### src/rtl/ks_adder.sv
module ks_adder #(
  parameter int WIDTH  = 16,
  parameter bit SPARSE = 1'b0
) (
  input  logic [WIDTH-1:0] opa,
  input  logic [WIDTH-1:0] opb,
  input  logic             ci,
  output logic [WIDTH-1:0] sum,
  output logic             co
);
  localparam int LV  = $clog2(WIDTH);
  localparam int NG  = WIDTH / 4;
  localparam int SLV = $clog2(NG);

  logic [WIDTH-1:0] gen, prp, hs;
  assign gen = opa & opb;
  assign prp = opa | opb;
  assign hs  = opa ^ opb;

  generate
    if (!SPARSE) begin : g_full
      logic [LV:0][WIDTH-1:0] gg, pp;
      assign gg[0][0] = ci;
      assign pp[0][0] = 1'b0;
      for (genvar j = 1; j < WIDTH; j++) begin : g_in
        assign gg[0][j] = gen[j-1];
        assign pp[0][j] = prp[j-1];
      end
      for (genvar l = 0; l < LV; l++) begin : g_lvl
        localparam int SP = 1 << l;
        for (genvar j = 0; j < WIDTH; j++) begin : g_node
          if (j < SP) begin : g_pass
            assign gg[l+1][j] = gg[l][j];
            assign pp[l+1][j] = pp[l][j];
          end else if (j < 2*SP) begin : g_gray
            assign gg[l+1][j] = gg[l][j] | (pp[l][j] & gg[l][j-SP]);
            assign pp[l+1][j] = 1'b0;
          end else begin : g_black
            assign gg[l+1][j] = gg[l][j] | (pp[l][j] & gg[l][j-SP]);
            assign pp[l+1][j] = pp[l][j] & pp[l][j-SP];
          end
        end
      end
      assign sum = hs ^ gg[LV];
      assign co  = gen[WIDTH-1] | (prp[WIDTH-1] & gg[LV][WIDTH-1]);
    end else begin : g_sparse
      logic [SLV:0][NG-1:0] sg, sp;
      logic [NG-1:0] sgen, sprp, nco;
      for (genvar m = 0; m < NG; m++) begin : g_grp
        localparam int B = 4*m;
        assign sgen[m] = gen[B+3] | (prp[B+3] & (gen[B+2] | (prp[B+2] &
                         (gen[B+1] | (prp[B+1] & gen[B])))));
        assign sprp[m] = &prp[B+3:B];
      end
      assign sg[0][0] = ci;
      assign sp[0][0] = 1'b0;
      for (genvar m = 1; m < NG; m++) begin : g_sin
        assign sg[0][m] = sgen[m-1];
        assign sp[0][m] = sprp[m-1];
      end
      for (genvar l = 0; l < SLV; l++) begin : g_slvl
        localparam int SP = 1 << l;
        for (genvar m = 0; m < NG; m++) begin : g_snode
          if (m < SP) begin : g_pass
            assign sg[l+1][m] = sg[l][m];
            assign sp[l+1][m] = sp[l][m];
          end else if (m < 2*SP) begin : g_gray
            assign sg[l+1][m] = sg[l][m] | (sp[l][m] & sg[l][m-SP]);
            assign sp[l+1][m] = 1'b0;
          end else begin : g_black
            assign sg[l+1][m] = sg[l][m] | (sp[l][m] & sg[l][m-SP]);
            assign sp[l+1][m] = sp[l][m] & sp[l][m-SP];
          end
        end
      end
      for (genvar m = 0; m < NG; m++) begin : g_rip
        logic [4:0] rc;
        assign rc[0] = sg[SLV][m];
        for (genvar k = 0; k < 4; k++) begin : g_bit
          assign rc[k+1]     = gen[4*m+k] | (prp[4*m+k] & rc[k]);
          assign sum[4*m+k]  = hs[4*m+k] ^ rc[k];
        end
        assign nco[m] = rc[4];
      end
      assign co = nco[NG-1];
    end
  endgenerate

  always_comb begin
    p_ref_sum_r1: assert ({co, sum} == ({1'b0, opa} + {1'b0, opb} + {{WIDTH{1'b0}}, ci}))
      else $error("sum mismatch");
    if (opa == '0 && opb == '0)
      p_cin_only_r3: assert (sum == {{(WIDTH-1){1'b0}}, ci} && !co)
        else $error("zero operands");
    if ((opa ^ opb) == '1)
      p_full_prop_r4: assert (co == ci && sum == {WIDTH{~ci}})
        else $error("propagate chain");
    if (opa[WIDTH-1] && opb[WIDTH-1])
      p_msb_gen_r5: assert (co)
        else $error("msb generate");
    if (opa == '1 && opb == '1)
      p_all_ones_r6: assert (co && sum == {{(WIDTH-1){1'b1}}, ci})
        else $error("all ones");
  end
endmodule

### config.mk
export PLATFORM = sky130hd
export DESIGN_NAME = ks_adder
export DESIGN_NICKNAME = d
export VERILOG_FILES = /design/src/rtl/ks_adder.sv
export SDC_FILE = /design/constraint.sdc
export NUM_CORES = 1
export LEC_CHECK = 0
export ABC_AREA = 0
export BUFFER_PORTS_ARGS = -buffer_cell sky130_fd_sc_hd__buf_2
export CAP_MARGIN = 20
export CORE_AREA = 8 8 78 80
export DETAILED_ROUTE_END_ITERATION = 10
export DIE_AREA = 0 0 86 88
export REMOVE_ABC_BUFFERS = 1
export SETUP_SLACK_MARGIN = 0.05
export SLEW_MARGIN = 20
export SYNTH_ARGS = -nofsm -noshare
export SYNTH_HDL_FRONTEND = slang
export SYNTH_SLANG_ARGS = --single-unit
export TNS_END_PERCENT = 20
### constraint.sdc
create_clock -name vclk -period 6.8
set_clock_uncertainty 0.1 [all_clocks]
set_input_delay 0.68 -clock vclk [all_inputs]
set_output_delay 0.68 -clock vclk [all_outputs]
set_load 0.01 [all_outputs]
After elaboration in Yosys (flattened, before gate mapping)
Index checks and enable logic that the tools add are counted.
- register bits: 0
- bits of input ports: 33
- output and inout port bits: 17
- logic and storage cells: 138
- bitwise logic cells: 138
- operators by type and width (operator ; number):
    AND 1 bit ; 84
    OR 1 bit ; 50
    bitwise XOR 16 bit ; 2
    AND 16 bit ; 1
    OR 16 bit ; 1

Logic depth before layout (Yosys ltp)
Gate-level depths: netlist (run 1).
- depth after elaboration: 11
- depth in mapped cells: 8
- mapped depth without buffers: 8

Least setup slack after synthesis (run 1)
OpenSTA, ideal clock, no wires.
- path type: in2out
- start point: input port opa[0]
- end point: output port sum[15]
- data arrival time: 2816 ps
- data required time: 6020 ps
- slack: 3204 ps
- cell stages on the path: 8
- buffers on the path: 0
- cell sequence: inv_1 -> fa_1 -> o21ba_1 -> or4_4 -> a31oi_1 -> nor3_1 -> o31ai_2 -> fa_1
- cells in the longest elaborated chain, start to end: 10
- elaborated cells on any way between the ends: 11
- those cells by class: 11 x bitwise
- RTL lines (item ; line ; text):
    start, declared ; 5 ; input logic [WIDTH-1:0] opa,
    OR 16 bit ; 17 ; assign prp = opa | opb;
    AND 1 bit ; 36 ; assign gg[l+1][j] = gg[l][j] | (pp[l][j] & gg[l][j-SP]);
    OR 1 bit (*) ; 36 ;
    AND 1 bit (*) ; 36 ;
    OR 1 bit (*) ; 36 ;
    AND 1 bit (*) ; 36 ;
    OR 1 bit (*) ; 36 ;
    AND 1 bit (*) ; 36 ;
    OR 1 bit (*) ; 36 ;
    bitwise XOR 16 bit (*) ; 44 ; assign sum = hs ^ gg[LV];
    end, declared ; 8 ; output logic [WIDTH-1:0] sum,
Every way passes the cells marked *; elsewhere a longest branch is shown, timed or not.

Final worst setup path (run 1)
Ends and elaborated chain as after synthesis.

==> key figures, run 1 <==
Cells and area
  – Seq cells: 0
  – Final Util: a little under a third
  – Layout cells sized above 1: 27.27%
  – P&R area growth vs syn: 28.57%
  – Antenna cells: 0
  – Register Area: 0 um2
  – Final nets: 276
  – # clk buffers: 0

Setup path
  – Critical path class: input pin to output port
  – CP startpoint kind: input pin
  – CP Buf/Inv Count: 3
  – Worst setup EP type: output port
  – Worst EP arrival: 3180 ps
  – CP delay by family, top: adder cells
  – Crit path required time: 6020 ps
  – Worst path max stage delay: 460 ps
  – CP max FO: 3
  – CP max stage cell: fa_1
  – Cell Chain, Critical Path: buf_2, inv_1, fa_1, o21ba_1, or4_4, a31oi_1, nor3_1, o31ai_2, fa_1, buf_2

Routing
  – Max Used Layer: met3
  – DRC viols: 0
  – Met3 routed WL: 220 um
  – Routed via count: 1165
  – Initial DRT Pass Iterations: 4
  – Routed length on met2: roughly 1.3 mm
  – WL/cell: 10.32 um
  – Vias/cell: between 4 and 5
  – Met1 WL: between 1 and 1.5 mm
  – Antenna viol nets, final: 0
  – Drt total wl: 2.880 mm
  – Iteration-0 DRC count of the detailed router: 61

Synthesis
  – Yosys top cell area share: 31.75%
  – Unique masters post-synth: 40
  – Cell with the most instances after synthesis: inv_1
  – Sequential share of the synthesized area: 0%
  – Dominant cell type by area after synthesis: ha_1
  – Synthesized area per cell: 7.436 um2
  – Synth area leaders: ha_1, inv_1, xnor2_1
  – Netlist Area Pre-Place: 0.001182 mm2
  – Ys Warns: 0
  – Commonest cells post-synth: inv_1, ha_1, nor2_1
  – Cell count after synthesis: about 160

Clock network
  – # Post-CTS Setup Buffers: 0
  – Post-cts sizing count: 0
  – Hold_buf cts: 0

Floorplanning
  – I/O pins: 50
  – Die X: 86 um
  – Die ar.: roughly 0.0076 mm2
  – Initial Utilization: about a quarter
  – Row count: 26
  – Die Y: 88 um
  – Area of the core: between 0.004 and 0.005 mm2

Timing
  – Unrepaired setup endpoints after global routing: no
  – Worst slew margin: 66.37%
  – Final worst-path cycle share: 58.25%
  – Final Hold Viols: 0
  – Fmax: 252.5 MHz
  – Least-Margin Pin Slew: 499.2 ps
  – Setup violators final: 0
  – Final Max Tran Viols: 0
  – Setup TNS: 0 ps
  – Minimum clock period: 3961 ps

Global route
  – First-pass GRT wire length: 4.740 mm
  – Initial antenna violation count: 0
  – Gr ovfl total: 0
  – Largest net degree at the start of global routing: 8
  – Vias in the first global route: 1168
  – Global Route Usage Sum: 7.189%

Power
  – LEAKAGE: 0.8370 nW
  – Pwr dens: 82.57 mW/mm2
  – Maximum vdd drop: 0.00003056 V

Placed design
  – Port bufs: 50
  – Global placement routability congestion: about 0.73
  – Detailed placer's ending HPWL: 2.623 mm

Flow run
  – MaxCap Viol Count: 0

Hold path
  – Min-Delay Path Class: input pin to output port

Status
  – Outcome: completed
## power by group
group	switching (mW)	internal [mW]	total (mW)
logic	0.0670	0.0585	0.126
registers	0	0	0
clock network	0	0	0
total	0.0670	0.0585	0.126
## stage by stage
step / total power, mW / area [um2] / hold WS, ps / instances / worst slack [ps]
2_1_floorplan: 0.08274 / 1182 / 1448 / 159 / 3204
5_1_grt: 0.1421 / 1520 / 1637 / 279 / 2690
6_report: 0.1255 / 1520 / 1609 / 279 / 2839
3_5_place_dp: 0.1272 / 1520 / 1614 / 279 / 2826
3_3_place_gp: 0.1268 / 1520 / 1614 / 279 / 2837
4_1_cts: 0.1281 / 1520 / 1614 / 279 / 2815
## placed cells by master, fill, tap and decap left out, types with 2 or more instances in the layout
| cell | instances |
|---|---|
| ha_1 | 30 |
| a31oi_1 | 2 |
| o21ai_0 | 3 |
| a21oi_1 | 9 |
| xor2_1 | 4 |
| nor3_1 | 6 |
| nand3b_1 | 3 |
| buf_2 | 50 |
| fa_1 | 2 |
| nand2b_1 | 3 |
| nor2b_1 | 4 |
| o21bai_1 | 2 |
| nor3b_1 | 2 |
| nand2_1 | 3 |
| or3_1 | 3 |
| xnor2_1 | 8 |
| nor2_1 | 11 |
| inv_1 | 41 |
## layout make-up
class	count	area (um2)
fill	517	3392
multi-input combinational	118	1028
timing repair buffer	50	250.2
inverter	41	153.9
tap	70	87.58
## cells by family (layout without fill, tap and decap cells)
kind of cell             Yosys count  after routing  synth area share, %
buffers and inverters             41             91                13.02
adder cells (fa/ha/maj)           32             32                35.13
XOR/XNOR                          12             12                8.889
AND/OR/NAND/NOR                   40             40                18.41
AO/OA/AOI/OAI                     34             34                24.55
## layer usage
metal	vias up	track usage [%]
met3	0	1.970
met1	493	8.245
met4	0	0
met5	-	0
li1	643	-
met2	29	13.58
## worst paths after layout
path / from / to / slack (ps) / cells after the start
min: opb[15] / sum[15] / 1610 / 3
max: opa[0] / sum[15] / 2840 / 10
Note: power is estimated with default switching activity, not from simulation.
==> run 2: changes to the inputs <==
- clock period: 6.8 -> 3.74 ns (I/O delays scaled with it)
==> run 2 against run 1 <==
- non-clock buffer count unchanged
- combinational power up 82%
- highest routed layer unchanged
- largest power group unchanged
- cell area unchanged
- global-route usage up 0.094 points
- via count up 1.2%
- final cell count unchanged
- hold slack worse by 610 ps
- wire length up 1.9%
- die area unchanged
- sequential cell count unchanged
==> key figures, run 2 (synthesis gave the netlist of run 1 again) <==
Timing
  – Setup violators final: 0 (unchanged)
  – Hold slack final: 996.4 ps (-612.2 ps)
  – Final worst-path cycle share: 89.46%
  – Least-Margin Pin Slew: 526.7 ps (+27.54 ps)
  – Minimum clock period: 3346 ps
  – Unrepaired setup endpoints after global routing: no
  – Fmax: 298.9 MHz
  – Final Hold Viols: 0 (unchanged)
  – Worst slew margin: 64.52% (-1.9 points)
  – Setup TNS: 0 ps (unchanged)
  – Final Max Tran Viols: 0 (unchanged)
  – Final worst slack: 394.3 ps (-2445 ps)

Setup path
  – CP max stage cell: fa_1
  – Critical path class: input pin to output port
  – Worst path max stage delay: 460 ps (about the same)
  – CP max FO: 3 (unchanged)
  – CP startpoint kind: input pin
  – Cell Chain, Critical Path: buf_2, inv_1, fa_1, o21ba_1, or4_4, a31oi_1, nor3_1, o31ai_2, fa_1, buf_2
  – Worst setup EP type: output port
  – Crit path required time: 3270 ps (-2750 ps)
  – Worst EP arrival: 2870 ps (-310 ps)

Cells and area
  – Commonest non-fill, non-tap cell in the layout: buf_2
  – # clk buffers: 0 (unchanged)
  – Layout cells sized above 1: 27.27% (unchanged)
  – Finished Cell Area: 0.001520 mm2 (unchanged)
  – Seq cells: 0 (unchanged)
  – Register Area: 0 um2 (unchanged)
  – P&R area growth vs syn: 28.57% (unchanged)
  – Final Util: 30.95% (unchanged)
  – Antenna cells: 0 (unchanged)
  – Post-route insts no fill: 279 (unchanged)
  – Final nets: 276 (unchanged)
  – Most frequent cells in the layout: buf_2, inv_1, ha_1, nor2_1, a21oi_1

Routing
  – Initial DRT Pass Iterations: 4 (unchanged)
  – WL/cell: 10.52 um (+1.9%)
  – Antenna viol nets, final: 0 (unchanged)
  – Routed via count: 1179 (+1.2%)
  – DRC viols: 0 (unchanged)
  – Iteration-0 DRC count of the detailed router: 53 (-13%)
  – Drt total wl: 2.936 mm (+1.9%)
  – Vias/cell: 4.226 (+1.2%)

Clock network
  – # Post-CTS Setup Buffers: 0 (unchanged)
  – Post-cts sizing count: 0 (unchanged)
  – Hold_buf cts: 0 (unchanged)

Power
  – LEAKAGE: 0.8370 nW (unchanged)
  – Maximum vdd drop: 0.00005080 V (+66%)
  – Pwr dens: 150.7 mW/mm2 (+82%)
  – Total power: 0.2290 mW (+82%)

Floorplanning
  – Die ar.: 0.007568 mm2 (unchanged)
  – Die X: 86 um (unchanged)
  – I/O pins: 50 (unchanged)
  – Initial Utilization: 24.07% (unchanged)
  – Die Y: 88 um (unchanged)
  – Area of the core: 0.004912 mm2 (unchanged)
  – Row count: 26 (unchanged)

Global route
  – Largest net degree at the start of global routing: 8 (unchanged)
  – Gr ovfl total: 0 (unchanged)
  – Global Route Usage Sum: 7.283% (+0.094 points)
  – Vias in the first global route: 1210 (+3.6%)
  – First-pass GRT wire length: 4.809 mm (+1.5%)
  – Initial antenna violation count: 0 (unchanged)

Placed design
  – Port bufs: 50 (unchanged)
  – Global placement routability congestion: 0.7329 (about the same)
  – Pre-CTS WS: 375.1 ps (-2451 ps)
  – Post-Place Cell Area: 0.001520 mm2 (unchanged)
  – Detailed placer's ending HPWL: 2.677 mm (+2.0%)
  – Placed insts: 279 (unchanged)

Status
  – Outcome: completed

Hold path
  – Hold path start: opb[15]
  – Hold Crit Endpoint: sum[15]
  – Hold Path Stages: 3 (unchanged)
  – Min-Delay Path Class: input pin to output port

Flow run
  – MaxCap Viol Count: 0 (unchanged)
==> run 2: critical path, delay by kind of cell <==
kind                       cells  cell delay [ps]
buffers and inverters          3              300
and+or+nand+nor                2              580
adders and majority gates      2              900
AOI/OAI and AO/OA              3              710
==> run 2: worst max-delay path by stage <==
stage                   end   start
floorplan           sum[15]  opa[0]
global placement    sum[15]  opa[0]
detailed placement  sum[15]  opa[0]
CTS                 sum[15]  opa[0]
global route        sum[15]  opa[0]
finish              sum[15]  opa[0]
==> run 2: per-layer routing <==
metal	wire, um	vias up	share of wire [%]	global-route usage (%)
met2	1403	27	48	13.93
met3	196	0	6.7	1.689
met1	1336	516	46	8.395
met5	0	-	0	0
li1	-	636	-	-
met4	0	0	0	0
==> run 2: area by class of cell <==
class,instances,area [um2]
Multi-Input combinational cell,118,1028
Inverter,41,153.9
Fill cell,532,3392
Tap cell,70,87.58
Timing Repair Buffer,50,250.2
==> run 2: power by group <==
group | internal [mW] | switching [mW] | total, mW
clock network | 0 | 0 | 0
logic | 0.107 | 0.122 | 0.229
registers | 0 | 0 | 0
==> run 3: changes to the inputs <==
- PLACE_DENSITY: default -> 0.44
==> run 3 against run 2 <==
- sequential cell count is the same
- non-clock buffer count is the same
- maximum frequency grew 1.4%
- hold slack gained 5.2 ps
- count of clock-buffer cells in the layout is the same
- critical path type unchanged
- highest routed layer unchanged
==> key figures, run 3 (synthesis gave the netlist of run 1 again) <==
Setup path
  – Critical Path Stages: 10 (unchanged)
  – CP max FO: 3 (unchanged)
  – Cell Chain, Critical Path: buf_2, inv_1, fa_1, o21ba_1, or4_4, a31oi_1, nor3_1, o31ai_2, fa_1, buf_2
  – Crit path required time: 3270 ps (about the same)
  – Worst setup EP type: output port
  – Critical path class: input pin to output port
  – Worst EP arrival: 2820 ps (-50 ps)
  – CP startpoint kind: input pin
  – CP delay by family, top: adder cells
  – CP Buf/Inv Count: 3 (unchanged)
  – Worst path max stage delay: 460 ps (about the same)
  – CP max stage cell: fa_1

Cells and area
  – Antenna cells: 0 (unchanged)
  – # fillers: 567 (+6.6%)
  – # clk buffers: 0 (unchanged)
  – Final nets: 276 (unchanged)
  – Commonest non-fill, non-tap cell in the layout: buf_2
  – Seq cells: 0 (unchanged)
  – Final Util: 30.95% (unchanged)
  – Layout cells sized above 1: 27.27% (unchanged)
  – Area of the multi-input gates: 0.001028 mm2 (unchanged)
  – Register Area: 0 um2 (unchanged)
  – P&R area growth vs syn: 28.57% (unchanged)
  – Most frequent cells in the layout: buf_2, inv_1, ha_1, nor2_1, a21oi_1

Global route
  – First-pass GRT wire length: 4.816 mm (+0.15%)
  – Vias in the first global route: 1197 (-1.1%)
  – Largest net degree at the start of global routing: 8 (unchanged)
  – Global Route Usage Sum: 7.226% (-0.057 points)
  – Initial antenna violation count: 0 (unchanged)
  – Gr ovfl total: 0 (unchanged)

Power
  – Switching Share: 53.25% (-0.23 points)
  – LEAKAGE: 0.8370 nW (unchanged)
  – Pwr dens: 150.2 mW/mm2 (-0.28%)
  – Clk pwr share: 0% (unchanged)
  – Comb power frac: 100.0% (about the same)
  – Sw power: 0.1216 mW (-0.72%)
  – Maximum vdd drop: 0.00004154 V (-18%)
  – Reg power frac: 0% (unchanged)
  – P_int: 0.1068 mW (+0.22%)

Floorplanning
  – Initial Utilization: 24.07% (unchanged)
  – Die X: 86 um (unchanged)
  – Die Y: 88 um (unchanged)
  – Die ar.: 0.007568 mm2 (unchanged)
  – Row count: 26 (unchanged)
  – Area of the core: 0.004912 mm2 (unchanged)
  – I/O pins: 50 (unchanged)

Placed design
  – Pre-CTS WS: 410.5 ps (+35.43 ps)
  – Global placement routability congestion: 0.7873 (+7.4%)
  – Port bufs: 50 (unchanged)
  – Detailed placer's ending HPWL: 2.722 mm (+1.7%)

Timing
  – Fmax: 303.2 MHz (+1.4%)
  – Least-Margin Pin Slew: 455.5 ps (-71.18 ps)
  – Unrepaired setup endpoints after global routing: no
  – Final worst-path cycle share: 88.19% (-1.3 points)
  – Hold slack final: 1002 ps (+5.238 ps)
  – Final Hold Viols: 0 (unchanged)
  – Worst slew margin: 69.31% (+4.8 points)
  – Final Max Tran Viols: 0 (unchanged)
  – Setup violators final: 0 (unchanged)
  – Setup TNS: 0 ps (unchanged)
  – Final worst slack: 441.7 ps (+47.43 ps)
  – Minimum clock period: 3298 ps (-47.43 ps)

Routing
  – Iteration-0 DRC count of the detailed router: 16 (-70%)
  – Drt total wl: 2.946 mm (+0.34%)
  – DRC viols: 0 (unchanged)
  – Antenna viol nets, final: 0 (unchanged)
  – Vias/cell: 4.240 (+0.34%)
  – Routed via count: 1183 (+0.34%)
  – WL/cell: 10.56 um (+0.34%)
  – Initial DRT Pass Iterations: 4 (unchanged)

Flow run
  – MaxCap Viol Count: 0 (unchanged)

Clock network
  – Hold_buf cts: 0 (unchanged)
  – # Post-CTS Setup Buffers: 0 (unchanged)
  – Post-cts sizing count: 0 (unchanged)

Hold path
  – Hold Path Stages: 3 (unchanged)
  – Min-Delay Path Class: input pin to output port

Status
  – Outcome: completed
## run 3: cell counts in the layout (fill, tap and decap cells not counted)
No cell type changed its count.
## run 3: worst paths after layout
kind | startpoint | slack, ps | endpoint
setup / recovery | opa[0] | 440 | sum[15]
hold / removal | opb[15] | 1000 | sum[15]
## run 3: layout make-up
cell class / count / share of cell area [%]
tap: 70 / 5.761
multi-input combinational: 118 / 67.65
inverter: 41 / 10.12
timing repair buffer: 50 / 16.46
## run 3: through the flow
stage               cell area (um2)  total power [mW]  std cells
CTS                            1520            0.2349        279
global placement               1520            0.2343        279
global route                   1520            0.2568        279
finish                         1520            0.2284        279
floorplan                      1182            0.1504        159
detailed placement             1520            0.2334        279
## run 3: power by group through the flow
stage	combinational (mW)	clock, mW	sequential (mW)
after floorplan	0.150	0	0
after global placement	0.234	0	0
after detailed placement	0.233	0	0
after CTS	0.235	0	0
after global routing	0.257	0	0
final	0.228	0	0
## run 3: routing by layer
metal,GRT usage [%],vias to the layer above,wire length (um)
li1,-,635,-
met1,8.506,521,1311
met2,13.16,27,1378
met3,2.251,0,256
met4,0,0,0
met5,0,-,0
